**config.mk**
```make
export PLATFORM = sky130hd
export DESIGN_NAME = rf_ddc
export DESIGN_NICKNAME = d
export VERILOG_FILES = /design/src/rtl/rf_ddc_pkg.sv /design/src/rtl/rf_ddc_nco.sv /design/src/rtl/rf_ddc_cic.sv /design/src/rtl/rf_ddc.sv
export SDC_FILE = /design/constraint.sdc
export NUM_CORES = 1
export LEC_CHECK = 0
export ABC_AREA = 0
export BUFFER_PORTS_ARGS = -buffer_cell sky130_fd_sc_hd__buf_2
export CAP_MARGIN = 5
export CORE_UTILIZATION = 37
export CTS_BUF_LIST = sky130_fd_sc_hd__clkbuf_4 sky130_fd_sc_hd__clkbuf_8
export CTS_CLUSTER_DIAMETER = 100
export DETAILED_ROUTE_END_ITERATION = 10
export GPL_TIMING_DRIVEN = 0
export HOLD_SLACK_MARGIN = 0.05
export PLACE_DENSITY = 0.57
export SYNTH_ARGS = -nofsm -noshare
export SYNTH_HDL_FRONTEND = slang
export SYNTH_SLANG_ARGS = --single-unit
```
**constraint.sdc**
```tcl
create_clock -name clk -period 13.15 [get_ports clk]
set_input_delay 2.63 -clock clk [delete_from_list [all_inputs] [get_ports clk]]
set_output_delay 2.63 -clock clk [all_outputs]
set_load 0.01 [all_outputs]
```
**src/rtl/rf_ddc_pkg.sv**
```systemverilog
package rf_ddc_pkg;

    localparam int SMP_W       = 12;
    localparam int ACC_W       = 27;
    localparam int LUT_AW      = 8;
    localparam int CLK_PER_SMP = 5;
    localparam int DECIM       = 208;
    localparam int CIC_N       = 3;
    localparam int GROWTH      = $clog2(DECIM ** CIC_N);

    typedef logic signed [SMP_W-1:0] sample_t;

    // Oscillator table address: quadrant bits above the quarter-wave index
    typedef struct packed {
        logic [1:0]        quad;
        logic [LUT_AW-1:0] idx;
    } lut_addr_t;

    // Quarter-wave entry, offset by half a step so no entry sits on an axis
    function automatic int cos_entry(int i, int aw, int amp);
        real step;
        real a;
        step = 3.14159265358979 / (2.0 * real'(2 ** aw));
        a = real'(amp) * $cos((real'(i) + 0.5) * step);
        return $rtoi(a + 0.5);
    endfunction

endpackage

```
**src/rtl/rf_ddc_nco.sv**
```systemverilog
module rf_ddc_nco
    import rf_ddc_pkg::*;
#(
    parameter int ACC_BITS  = ACC_W,
    parameter int ADDR_BITS = LUT_AW,
    parameter int OUT_BITS  = SMP_W,
    parameter int DIV       = CLK_PER_SMP
) (
    input  logic                       clk,
    input  logic                       rst,
    input  logic [ACC_BITS-1:0]        tune,
    output logic                       tick,
    output logic [ACC_BITS-1:0]        phase,
    output logic signed [OUT_BITS-1:0] cos_val
);
    localparam int CNT_W   = $clog2(DIV);
    localparam int ENTRIES = 2 ** ADDR_BITS;
    localparam int AMP     = 2 ** (OUT_BITS - 1) - 1;

    logic [CNT_W-1:0] div_cnt;

    always_ff @(posedge clk) begin
        if (rst) begin
            div_cnt <= '0;
        end else if (div_cnt == CNT_W'(DIV - 1)) begin
            div_cnt <= '0;
        end else begin
            div_cnt <= div_cnt + 1'b1;
        end
    end

    assign tick = (div_cnt == CNT_W'(DIV - 1));

    always_ff @(posedge clk) begin
        if (rst) begin
            phase <= '0;
        end else if (tick) begin
            phase <= phase + tune;
        end
    end

    logic signed [OUT_BITS-1:0] table_q [ENTRIES];

    for (genvar g = 0; g < ENTRIES; g++) begin : g_tbl
        localparam int VAL = cos_entry(g, ADDR_BITS, AMP);
        assign table_q[g] = OUT_BITS'(VAL);
    end

    logic [ADDR_BITS+1:0]       addr_bits;
    logic [1:0]                 quad;
    logic [ADDR_BITS-1:0]       idx;
    logic [ADDR_BITS-1:0]       idx_fold;
    logic signed [OUT_BITS-1:0] mag;

    assign addr_bits = phase[ACC_BITS-1 -: ADDR_BITS+2];
    assign quad      = addr_bits[ADDR_BITS+1 -: 2];
    assign idx       = addr_bits[ADDR_BITS-1:0];
    assign idx_fold  = quad[0] ? ~idx : idx;
    assign mag       = table_q[idx_fold];
    assign cos_val   = (quad[1] ^ quad[0]) ? -mag : mag;

endmodule

```
**src/rtl/rf_ddc_cic.sv**
```systemverilog
module rf_ddc_cic
    import rf_ddc_pkg::*;
#(
    parameter int IN_W  = SMP_W,
    parameter int OUT_W = SMP_W,
    parameter int R     = DECIM,
    parameter int N     = CIC_N,
    parameter int G     = GROWTH
) (
    input  logic                    clk,
    input  logic                    rst,
    input  logic                    in_vld,
    input  logic signed [IN_W-1:0]  in_val,
    output logic                    out_vld,
    output logic signed [OUT_W-1:0] out_val
);
    localparam int W      = IN_W + G;
    localparam int DCNT_W = $clog2(R);
    localparam int CW     = IN_W + 8;
    localparam logic signed [CW-1:0] MAXV = CW'(2 ** (OUT_W - 1) - 1);
    localparam logic signed [CW-1:0] MINV = -CW'(2 ** (OUT_W - 1));

    logic signed [W-1:0] integ [N];
    logic signed [W-1:0] in_ext;

    assign in_ext = W'(in_val);

    for (genvar s = 0; s < N; s++) begin : g_int
        always_ff @(posedge clk) begin
            if (rst) begin
                integ[s] <= '0;
            end else if (in_vld) begin
                if (s == 0) integ[s] <= integ[s] + in_ext;
                else        integ[s] <= integ[s] + integ[(s == 0) ? 0 : s-1];
            end
        end
    end

    logic [DCNT_W-1:0] dcnt;
    logic              dump;

    assign dump = in_vld && (dcnt == DCNT_W'(R - 1));

    always_ff @(posedge clk) begin
        if (rst) begin
            dcnt <= '0;
        end else if (in_vld) begin
            dcnt <= dump ? '0 : dcnt + 1'b1;
        end
    end

    logic signed [W-1:0] cstage [N+1];
    logic signed [W-1:0] cdly   [N];

    assign cstage[0] = integ[N-1];

    for (genvar s = 0; s < N; s++) begin : g_comb
        assign cstage[s+1] = cstage[s] - cdly[s];
        always_ff @(posedge clk) begin
            if (rst)       cdly[s] <= '0;
            else if (dump) cdly[s] <= cstage[s];
        end
    end

    logic signed [W-1:0]  scaled_full;
    logic signed [CW-1:0] v;
    logic signed [CW-1:0] z1;
    logic signed [CW-1:0] z2;
    logic signed [CW-1:0] csum;
    logic signed [CW-1:0] ceq;
    logic signed [CW-1:0] sat;

    assign scaled_full = cstage[N] >>> G;
    assign v           = scaled_full[CW-1:0];
    // Equalizer taps -1/16, 18/16, -1/16: unit DC gain, slight high lift
    assign csum        = (z1 <<< 4) + (z1 <<< 1) - v - z2;
    assign ceq         = csum >>> 4;

    always_comb begin
        if (ceq > MAXV)      sat = MAXV;
        else if (ceq < MINV) sat = MINV;
        else                 sat = ceq;
    end

    always_ff @(posedge clk) begin
        if (rst) begin
            z1      <= '0;
            z2      <= '0;
            out_vld <= 1'b0;
            out_val <= '0;
        end else begin
            out_vld <= dump;
            if (dump) begin
                z1      <= v;
                z2      <= z1;
                out_val <= sat[OUT_W-1:0];
            end
        end
    end

endmodule

```
**src/rtl/rf_ddc.sv**
```systemverilog
module rf_ddc
    import rf_ddc_pkg::*;
(
    input  logic                    clk,
    input  logic                    rst,
    input  logic signed [SMP_W-1:0] adc_sample,
    input  logic [ACC_W-1:0]        tune_word,
    output logic signed [SMP_W-1:0] bb_sample,
    output logic                    bb_valid
);
    localparam int PROD_W = 2 * SMP_W;

    logic                 nco_tick;
    logic [ACC_W-1:0]     nco_phase;
    sample_t              nco_cos;

    rf_ddc_nco #(
        .ACC_BITS (ACC_W),
        .ADDR_BITS(LUT_AW),
        .OUT_BITS (SMP_W),
        .DIV      (CLK_PER_SMP)
    ) nco_i (
        .clk    (clk),
        .rst    (rst),
        .tune   (tune_word),
        .tick   (nco_tick),
        .phase  (nco_phase),
        .cos_val(nco_cos)
    );

    logic signed [PROD_W-1:0] full_prod;
    logic signed [PROD_W-1:0] prod_shift;
    sample_t                  mix_q;
    logic                     mix_vld;

    assign full_prod  = adc_sample * nco_cos;
    assign prod_shift = full_prod >>> (SMP_W - 1);

    always_ff @(posedge clk) begin
        if (rst) begin
            mix_q   <= '0;
            mix_vld <= 1'b0;
        end else begin
            mix_vld <= nco_tick;
            if (nco_tick) mix_q <= prod_shift[SMP_W-1:0];
        end
    end

    rf_ddc_cic #(
        .IN_W (SMP_W),
        .OUT_W(SMP_W),
        .R    (DECIM),
        .N    (CIC_N),
        .G    (GROWTH)
    ) cic_i (
        .clk    (clk),
        .rst    (rst),
        .in_vld (mix_vld),
        .in_val (mix_q),
        .out_vld(bb_valid),
        .out_val(bb_sample)
    );

endmodule

```
* Word-level counts from Yosys, hierarchy flattened
Memories as Yosys holds them, arrays and structs flattened. Cells that the tools add are included.
Word-level totals: flip-flop bits (word level) 88, RAM bits 216, ROM bits 3072, input bits 41, logic and storage cells 63, memories kept 3
Cells by class: add/sub/neg operators 13, $mul 1, order comparisons 3, equality and inequality tests 2, multiplexer cells 21, bitwise gates (word level) 9, reductions and logical operators 2
Memory list:
- (no name shown) | words 256, bits a word 12, read ports 1, clocked after Yosys merged registers in 0, write ports 0, RTL line rf_ddc_nco.sv:59 | assign mag = table_q[idx_fold];
- cic_i.cdly | words 3, bits a word 36, read ports 3, clocked after Yosys merged registers in 0, write ports 3, RTL line rf_ddc_cic.sv:53 | logic signed [W-1:0] cdly [N];
- cic_i.integ | words 3, bits a word 36, read ports 3, clocked after Yosys merged registers in 0, write ports 3, RTL line rf_ddc_cic.sv:23 | logic signed [W-1:0] integ [N];
Operators by type and width (count):
- 36-bit two-way mux | 6
- 36-bit subtractor | 3
- 36-bit adder | 2
- 12-bit two-way mux | 5
- 36-bit by 12-bit adder with 36-bit output | 1
- 27-bit adder | 1
- 12-bit by 12-bit multiplier with 23-bit output | 1
- 20-bit by 12-bit subtractor with 20-bit output | 1
- 17-bit by 12-bit subtractor with 18-bit output | 1
- 16-bit by 13-bit adder with 17-bit output | 1
- 16-bit by 12-bit greater-than comparator with 1-bit output (second input constant) | 1
- 16-bit by 12-bit less-than comparator with 1-bit output (second input constant) | 1
- 8-bit two-way mux | 2
- 12-bit negator | 1
- 9-bit greater-or-equal comparator (second input constant) | 1
- 8-bit inverter with 9-bit output | 1
- 8-bit by 1-bit adder with 8-bit output (second input constant) | 1
- 8-bit equality test (second input constant) | 1
- 1-bit two-way mux | 8
- 8-bit inverter | 1
- 1-bit bitwise OR | 6
- 3-bit by 1-bit adder with 3-bit output (second input constant) | 1
- 3-bit equality test (second input constant) | 1
- 2-bit OR reduction | 1
- other kinds (2) | 2

* Longest topological paths before layout
Gate-level depths: netlist of the first run.
word-level depth 9, gate-level depth with buffers 58

* Modules after synthesis
A second synthesis of the first run with hierarchy kept.
Second synthesis, totals: cells, all modules 4117, area total of the unflattened synthesis 34568.2 µm²
Modules (own cells, without submodules):
- rf_ddc_cic | times used 1, cells each 2257, area an instance 20907.6 µm², sequential area each 7387.1 µm²
- rf_ddc_nco | times used 1, cells each 1250, area an instance 8156.6 µm², sequential area each 600.6 µm²
- rf_ddc | times used 1, cells each 610, area an instance 5504.0 µm², sequential area each 260.2 µm²

* Worst setup path after synthesis of the first run
OpenSTA, ideal clock, no wires.
path kind reg2reg, start point memory cic_i.integ[2][2] (netlist bit), end point register cic_i.out_val[6], data arrival time 10262 ps, required time 13028 ps, setup slack 2766 ps, cell stages (with the launch flop) 54, path buffers 2, cell sequence edfxtp_1 -> ha_1 -> nor2b_1 -> o21ai_0 -> a21boi_0 -> o21ai_0 -> a21boi_0 -> o21a_1 -> or2_2 -> and2_1 -> o21ai_0 -> nand2b_1 -> xor2_1 -> ha_1 -> a21o_1 -> a21oi_1 -> nor2_1 -> a21oi_1 -> [18 not listed] -> xor2_1 -> ha_1 -> ha_1 -> or3_1 -> o221ai_1 -> o211a_1 -> nor4b_1 -> mux2i_1 -> o2111ai_1 -> xor2_1 -> ha_1 -> xor2_1 -> a2111o_1 -> o21ai_0 -> nand2_1 -> o2111a_1 -> buf_2 -> a221o_1
RTL lines:
- from (decl) | RTL line rf_ddc_cic.sv:23
- to (signal assigned) | RTL line rf_ddc_cic.sv:96 | out_val <= sat[OUT_W-1:0];
- to (decl) | RTL line rf_ddc_cic.sv:15 | output logic signed [OUT_W-1:0] out_val

* Worst setup path after layout of the first run
start point register nco_i.phase[25], end point register mix_q[11]
On the way: longest elaborated chain between the ends 8
RTL lines:
- from (decl) | RTL line rf_ddc_nco.sv:13 | output logic [ACC_BITS-1:0] phase,
- from (signal assigned) | RTL line rf_ddc_nco.sv:38 | phase <= phase + tune;
- 8-bit two-way mux | RTL line rf_ddc_nco.sv:58 | assign idx_fold = quad[0] ? ~idx : idx;
- 8-bit inverter with 9-bit output (implied by the code) | RTL line rf_ddc_nco.sv:59
- memory read 256 x 12 bit
- 12-bit two-way mux (implied by the code) (2 in series) | RTL line rf_ddc_nco.sv:59
- 12-bit negator | RTL line rf_ddc_nco.sv:60 | assign cos_val = (quad[1] ^ quad[0]) ? -mag : mag;
- 12-bit two-way mux (*) | RTL line rf_ddc_nco.sv:60
- 12-bit by 12-bit multiplier with 23-bit output (*) | RTL line rf_ddc.sv:36 | assign full_prod = adc_sample * nco_cos;
- to (signal assigned) | RTL line rf_ddc.sv:45 | if (nco_tick) mix_q <= prod_shift[SMP_W-1:0];
- to (decl) | RTL line rf_ddc.sv:33 | sample_t mix_q;
Mark *: on every way between the ends. The rest lies on a longest branch, timed or not. The select of a mux whose other input is x is not followed. A chain may end at the register's enable or synchronous reset.

==> results of run 1 <==
==> cells by family after synthesis <==
group	after synthesis	synth area share [%]
and+or+nand+nor	1264	18.5
buffers and inverters	553	6.89
muxes	25	0.913
DFF	304	24.5
AOI/OAI and AO/OA	1080	21.6
xor gates and xnor gates	240	6.47
adders and majority gates	485	21.2
==> worst max-delay path, delay by kind of cell, from the launching register on <==
kind	cells	cell delay [ns]
AO/OA/AOI/OAI	10	3.83
XOR/XNOR	3	0.78
adder cells (fa/ha/maj)	8	3.24
buffers and inverters	13	2.49
flip-flops	1	0.44
multiplexers	1	0.16
AND/OR/NAND/NOR	6	1.54
==> flip-flops by register name (all words and copies together) (netlist names) <==
signal / cells
cic_i.out_vld: 1
cic_i.z2: 12
cic_i.z1: 12
nco_i.div_cnt: 3
cic_i.out_val: 12
mix_q: 12
cic_i.cdly: 108
mix_vld: 1
nco_i.phase: 27
cic_i.integ: 108
cic_i.dcnt: 8
==> routing by layer <==
layer  share of wire (%)  up-vias  track usage, %
li1                    -    14328               -
met1                  47    14365            36.8
met2                  40     1102            37.2
met3                 8.7      273            6.26
met4                 3.8        4            8.69
met5               0.022        -               0
==> power by group <==
group          internal (uW)  total [uW]  switching (uW)
clock network            548         985             437
logic                   2100        4830            2730
registers               1060        1100            35.8
total                   3710        6910            3200
==> Yosys cell counts (19+ instances only) <==
| master | instances |
|---|---|
| inv_1 | 357 |
| nand2_1 | 343 |
| ha_1 | 339 |
| nor2_1 | 300 |
| a21oi_1 | 290 |
| edfxtp_1 | 216 |
| o21ai_0 | 181 |
| and2_1 | 157 |
| fa_1 | 146 |
| xnor2_1 | 133 |
| a21o_1 | 111 |
| xor2_1 | 98 |
| clkbuf_1 | 94 |
| nor3_1 | 91 |
| dfxtp_1 | 88 |
| nand3_1 | 75 |
| nor2b_1 | 71 |
| nand2b_1 | 68 |
| a211oi_1 | 53 |
| buf_2 | 53 |
| a31oi_1 | 42 |
| o211ai_1 | 34 |
| o21a_1 | 33 |
| and3_1 | 28 |
| or3_1 | 28 |
| o21bai_1 | 23 |
| o221ai_1 | 23 |
| a221o_1 | 22 |
| a221oi_1 | 21 |
| buf_4 | 21 |
| o22ai_1 | 20 |
| o31ai_1 | 19 |
==> cell usage in the layout (no fill, tap or decap), types with 70 or more instances in the layout <==
cell type / Yosys / routed
ha_1: 339 / 338
nor2_1: 300 / 300
clkbuf_1: 94 / 93
buf_2: 53 / 106
dfxtp_1: 88 / 88
and2_1: 157 / 157
a21o_1: 111 / 111
nor3_1: 91 / 91
a21oi_1: 290 / 290
inv_1: 357 / 356
nor2b_1: 71 / 70
fa_1: 146 / 146
o21ai_0: 181 / 181
xnor2_1: 133 / 133
edfxtp_1: 216 / 216
xor2_1: 98 / 98
nand3_1: 75 / 75
nand2_1: 343 / 343
==> how the worst min path moves through the flow <==
stage                    start               to  slack (ns)
2_1_floorplan      cic_i.z2[0]      cic_i.z2[0]        0.43
3_3_place_gp       cic_i.z2[0]      cic_i.z2[0]        0.44
3_5_place_dp      cic_i.z2[10]     cic_i.z2[10]        0.44
4_1_cts            cic_i.z2[7]      cic_i.z2[7]        0.45
5_1_grt        nco_i.phase[12]  nco_i.phase[12]        0.47
6_report           cic_i.z2[3]      cic_i.z2[3]        0.45
==> final cells by class <==
cell class                 count  area, um^2
clock inverter                30         273
tap                         1176        1470
clock buffer                  71         902
antenna                        2        5.00
timing repair buffer          56         325
fill                        9195       53400
multi-input combinational   3094       23200
sequential                   304        8250
buffer                       187         952
inverter                     364        1370
==> timing repair <==
action,CTS,global route
endpoints found under the hold margin,0,0
endpoints found under the setup margin,1,3
pin swaps,0,0
cloned,0,0
gates resized for setup,1,6
==> through the flow <==
stage,worst slack [ns],setup TNS (ns),total power (uW)
global placement,-0.454,-0.454,5920
global route,0.0106,0,7700
detailed placement,-0.289,-0.289,5940
CTS,0.0856,0,7010
floorplan,2.77,0,4860
finish,0.497,0,6910
==> results.md, run 1 <==
- Worst skew pair latency: 0.67 ns
- Max_slew headroom: 8.52%
- H-tree levels: 2
- Gr ovfl total: 0
- Hold path depth: 2
- Async SR Flop Fraction: 0%
- Violation count after the first detailed-route iteration: 2724
- EDFF count, synth: 216
- Status: complete, no violations
- CP startpoint kind: register
- Reg-to-Reg End: mix_q[11]
- Post-Syn Instances: 3951
- Num rows: 110
- Antenna Violating Nets Remaining: 0
- Number of global-route vias before repair: 28681
- PwrDens: 188 mW/mm^2
- CTS tree: built
- Fmax achieved: 79.0 MHz
- Flops & latches, synth: 304
- Synth area leader: edfxtp_1
- Final worst path period share: 96.2%
- Root Buffer: clkbuf_8
- Share of layout cells above drive strength 1: 7.62%
- Width of the die: 304 um
- Register area share after synthesis: 24.5%
- Worst hold slack: 0.452 ns
- VDD IR max: 0.491 mV
- Maximum Capacitance Violations: 0
- Post-DR vias/cell: 5.69
- Drt first pass iters: 6
- R2R Setup Slk: 0.50 ns
- Post-route DRC: 0
- Setup Fix Bufs, Post-CTS: 0
- Worst-path maximum fanout: 10
- Placeable Area: 0.0901 mm^2
- Largest net degree at the start of global routing: 69
- GRT Util Overall: 25.6%
- CP peak stage delay: 0.58 ns
- Clock Skew: 0.0296 ns
- Clk sinks: 304
- Hold crit path type: reg -> reg
- Placed Cells: 5183
- Worst-margin pin slew: 1.36 ns
- Post-CTS Hold Buffers: 0
- Period minus WS final: 12.65 ns
- Synth warn: 0
- CP Class: reg -> reg
- Reg2reg start: nco_i.phase[25]
- CP endpoint: mix_q[11]
- Initial core utilization: 37.4%
- Finished Cell Area: 0.0367 mm^2
- Layout net count: 4587
- Final Hold Viols: 0
- Num CTS Buffers: 54
- Yosys cell types: 109
- Slowest CP cell: fa_1
- Prevailing post-synth register cell: edfxtp_1
- WP data arrival: 13.20 ns
- Worst-path clk slew: 0.07 ns
- Total Routed Length: 120000 um
- Crit path from: nco_i.phase[25]
- Syn nets: 4477
- Synth top area share: 19.2%
- Pins Over Slew Limit: 0
- Vias: 30072
- Final setup vio count: 0
- Syn Std Cell Area: 0.0337 mm^2
- I/O pins: 54
- Area contributors post-synth: edfxtp_1, ha_1, fa_1
- Critical path endpoint category: register
- GP Congestion: 1.03
- Worst R2R Path Depth: 41
- Hpwl dp: 92800 um
- Avg WL per Cell: 22.8 um
- First-pass GRT wire length: 181000 um
- Most used cell, CP: inv_1
- Leakage: 0.0158 uW
- RSZ-0062 raised after global routing: no
- Area added between synthesis and finish: 8.91%
- Clock tree buffer depth: 3
- Die H: 304 um
- Dpl cell area: 0.0355 mm^2
- Initial antenna violation count: 5
- CP required: 13.69 ns
- Die ar.: 0.0923 mm^2
- Layout Cells excl Fill: 5284
- Final core utilization: 40.7%
- Number of port buffers: 53
- Synthesized area per cell: 8.53 um^2
(Power assumes the default switching activity.)
==> run 2: changes to the inputs <==
Settings changed: CELL_PAD_IN_SITES_DETAIL_PLACEMENT set to 0, CELL_PAD_IN_SITES_GLOBAL_PLACEMENT set to 1, PLACE_DENSITY 0.57 to 0.69.
==> run 2 against run 1 <==
- power decreased by 0.45%
- clock skew is 0.0029 ns higher
- cell area increased by 0.23%
- cell count hardly changed
- flip-flop and latch count did not move
- via count is 0.30% lower
- sequential power barely moved
- critical path depth unchanged
- sequential share of layout area down 0.051 points
- clock power rose by 6%
- register-to-register slack improved by 0.12 ns
- global-route usage is 0.46 points lower
==> results.md, run 2 (same netlist as run 1, synthesis figures left out) <==
- Total chip power: 6880 uW (-0.45%)
- Width of the die: 304 um (unchanged)
- Worst R2R Path Depth: 41 (unchanged)
- CP Class: reg -> reg
- Status: complete, no violations
- Share of layout cells above drive strength 1: 7.74% (+0.11 points)
- Placeable Area: 0.0901 mm^2 (unchanged)
- Final worst slack: 0.613 ns (+0.116 ns)
- Worst-margin pin slew: 1.32 ns (-0.0368 ns)
- GP Congestion: 1.04 (+0.93%)
- RSZ-0062 raised after global routing: no
- Layout net count: 4590 (+0.065%)
- Die H: 304 um (unchanged)
- Post-CTS Hold Buffers: 0 (unchanged)
- Antenna Violating Nets Remaining: 0 (unchanged)
- Number of global-route vias before repair: 28932 (+0.88%)
- I/O pins: 54 (unchanged)
- Worst skew pair latency: 0.66 ns (about the same)
- Num CTS Buffers: 54 (unchanged)
- First-pass GRT wire length: 179000 um (-1.2%)
- Die ar.: 0.0923 mm^2 (unchanged)
- CTS tree: built
- Period minus WS final: 12.54 ns (-0.116 ns)
- CP startpoint kind: register
- Initial core utilization: 37.4% (unchanged)
- Worst-path clk slew: 0.06 ns (about the same)
- Setup_tns: 0 ns (unchanged)
- Leakage: 0.0159 uW (+0.33%)
- Gr ovfl total: 0 (unchanged)
- Post-DR vias/cell: 5.67 (-0.36%)
- Clock Skew: 0.0325 ns (+0.00295 ns)
- Clock tree buffer depth: 3 (unchanged)
- Area added between synthesis and finish: 9.15%
- Largest regs: cic_i.cdly: 108 flops, cic_i.integ: 108 flops, nco_i.phase: 27 flops
- Vias: 29981 (-0.30%)
- Hold path depth: 2 (unchanged)
- Num rows: 110 (unchanged)
- Finished Cell Area: 0.0368 mm^2 (+0.23%)
- Fmax achieved: 79.8 MHz (+0.92%)
- Pre-CTS WS: 0.287 ns (+0.576 ns)
- Final Hold Viols: 0 (unchanged)
- WP data arrival: 13.09 ns (-0.11 ns)
- Commonest non-fill, non-tap cell in the layout: inv_1
- Root Buffer: clkbuf_8
- Pins Over Slew Limit: 0 (unchanged)
- CP required: 13.70 ns (about the same)
- Clk sinks: 304 (unchanged)
- Setup Fix Bufs, Post-CTS: 0 (unchanged)
- R2R Setup Slk: 0.61 ns (+0.12 ns)
- Maximum Capacitance Violations: 0 (unchanged)
- Total Routed Length: 118000 um (-1.7%)
- CP peak stage delay: 0.63 ns (+0.05 ns)
- PwrDens: 187 mW/mm^2 (-0.67%)
- Largest net degree at the start of global routing: 64 (-7.2%)
- Hpwl dp: 91100 um (-1.9%)
- VDD IR max: 0.598 mV (+22%)
- Final core utilization: 40.8% (+0.093 points)
- Post-cts gate resize count: 0 (-1)
- Post-route DRC: 0 (unchanged)
- Number of port buffers: 53 (unchanged)
- H-tree levels: 2 (unchanged)
- Avg WL per Cell: 22.4 um (-1.8%)
- GRT Util Overall: 25.1% (-0.46 points)
- Final setup vio count: 0 (unchanged)
- Final worst path period share: 95.3% (-0.88 points)
- Dpl cell area: 0.0355 mm^2 (unchanged)
- Initial antenna violation count: 4 (-1)
- Worst-path maximum fanout: 10 (unchanged)
- Highest-count cells in the layout ignoring fill and taps: inv_1, nand2_1, ha_1
- Slowest CP cell: a2111oi_0
- Most used cell, CP: inv_1
- Violation count after the first detailed-route iteration: 2798 (+2.7%)
- Drt first pass iters: 6 (unchanged)
- Hold crit path type: reg -> reg
- Critical path endpoint category: register
- Max_slew headroom: 11.8% (+3.3 points)
==> run 2: metrics by stage <==
stage / hold slack, ns / cells
finish: 0.447 / 5287
global route: 0.469 / 5287
CTS: 0.450 / 5285
detailed placement: 0.440 / 5183
global placement: 0.436 / 5180
floorplan: 0.427 / 3951
==> run 2: worst max-delay path: cells and delay by family, from the launching register on <==
family / cells / cell delay, ns
and+or+nand+nor: 5 / 0.69
AOI/OAI and AO/OA: 12 / 4.31
xor gates and xnor gates: 3 / 0.83
adders and majority gates: 8 / 3.12
muxes: 1 / 0.15
buffers and inverters: 12 / 2.89
DFF: 1 / 0.35
==> run 2: cell type report <==
type,instances,area (um^2)
diodes,1,2.50
plain buffers,189,957
clock buffers,83,1040
clock inverters,19,223
fillers,9193,53300
inverters,364,1370
multi-input cells,3094,23200
flip-flops and latches,304,8250
well taps,1176,1470
repair buffers,57,333
==> run 2: where the power goes <==
| part | internal, uW | switching [uW] | leakage [uW] |
|---|---|---|---|
| logic | 2100 | 2650 | 0.0123 |
| registers | 1060 | 36.1 | 0.00294 |
| clock network | 604 | 433 | 0.000667 |
==> run 2: worst paths after layout <==
kind | startpoint | endpoint
hold reg to reg | cic_i.z2[0] | cic_i.z2[0]
hold / removal | cic_i.z2[0] | cic_i.z2[0]
setup / recovery | nco_i.phase[25] | mix_q[11]
setup reg to reg | nco_i.phase[25] | mix_q[11]
==> run 2: layer usage <==
metal	track usage (%)	wire (um)	vias up
met5	0	26	-
met1	35.0	54900	14192
met2	36.8	48200	1162
met3	6.57	10200	309
li1	-	-	14314
met4	10.0	4950	4
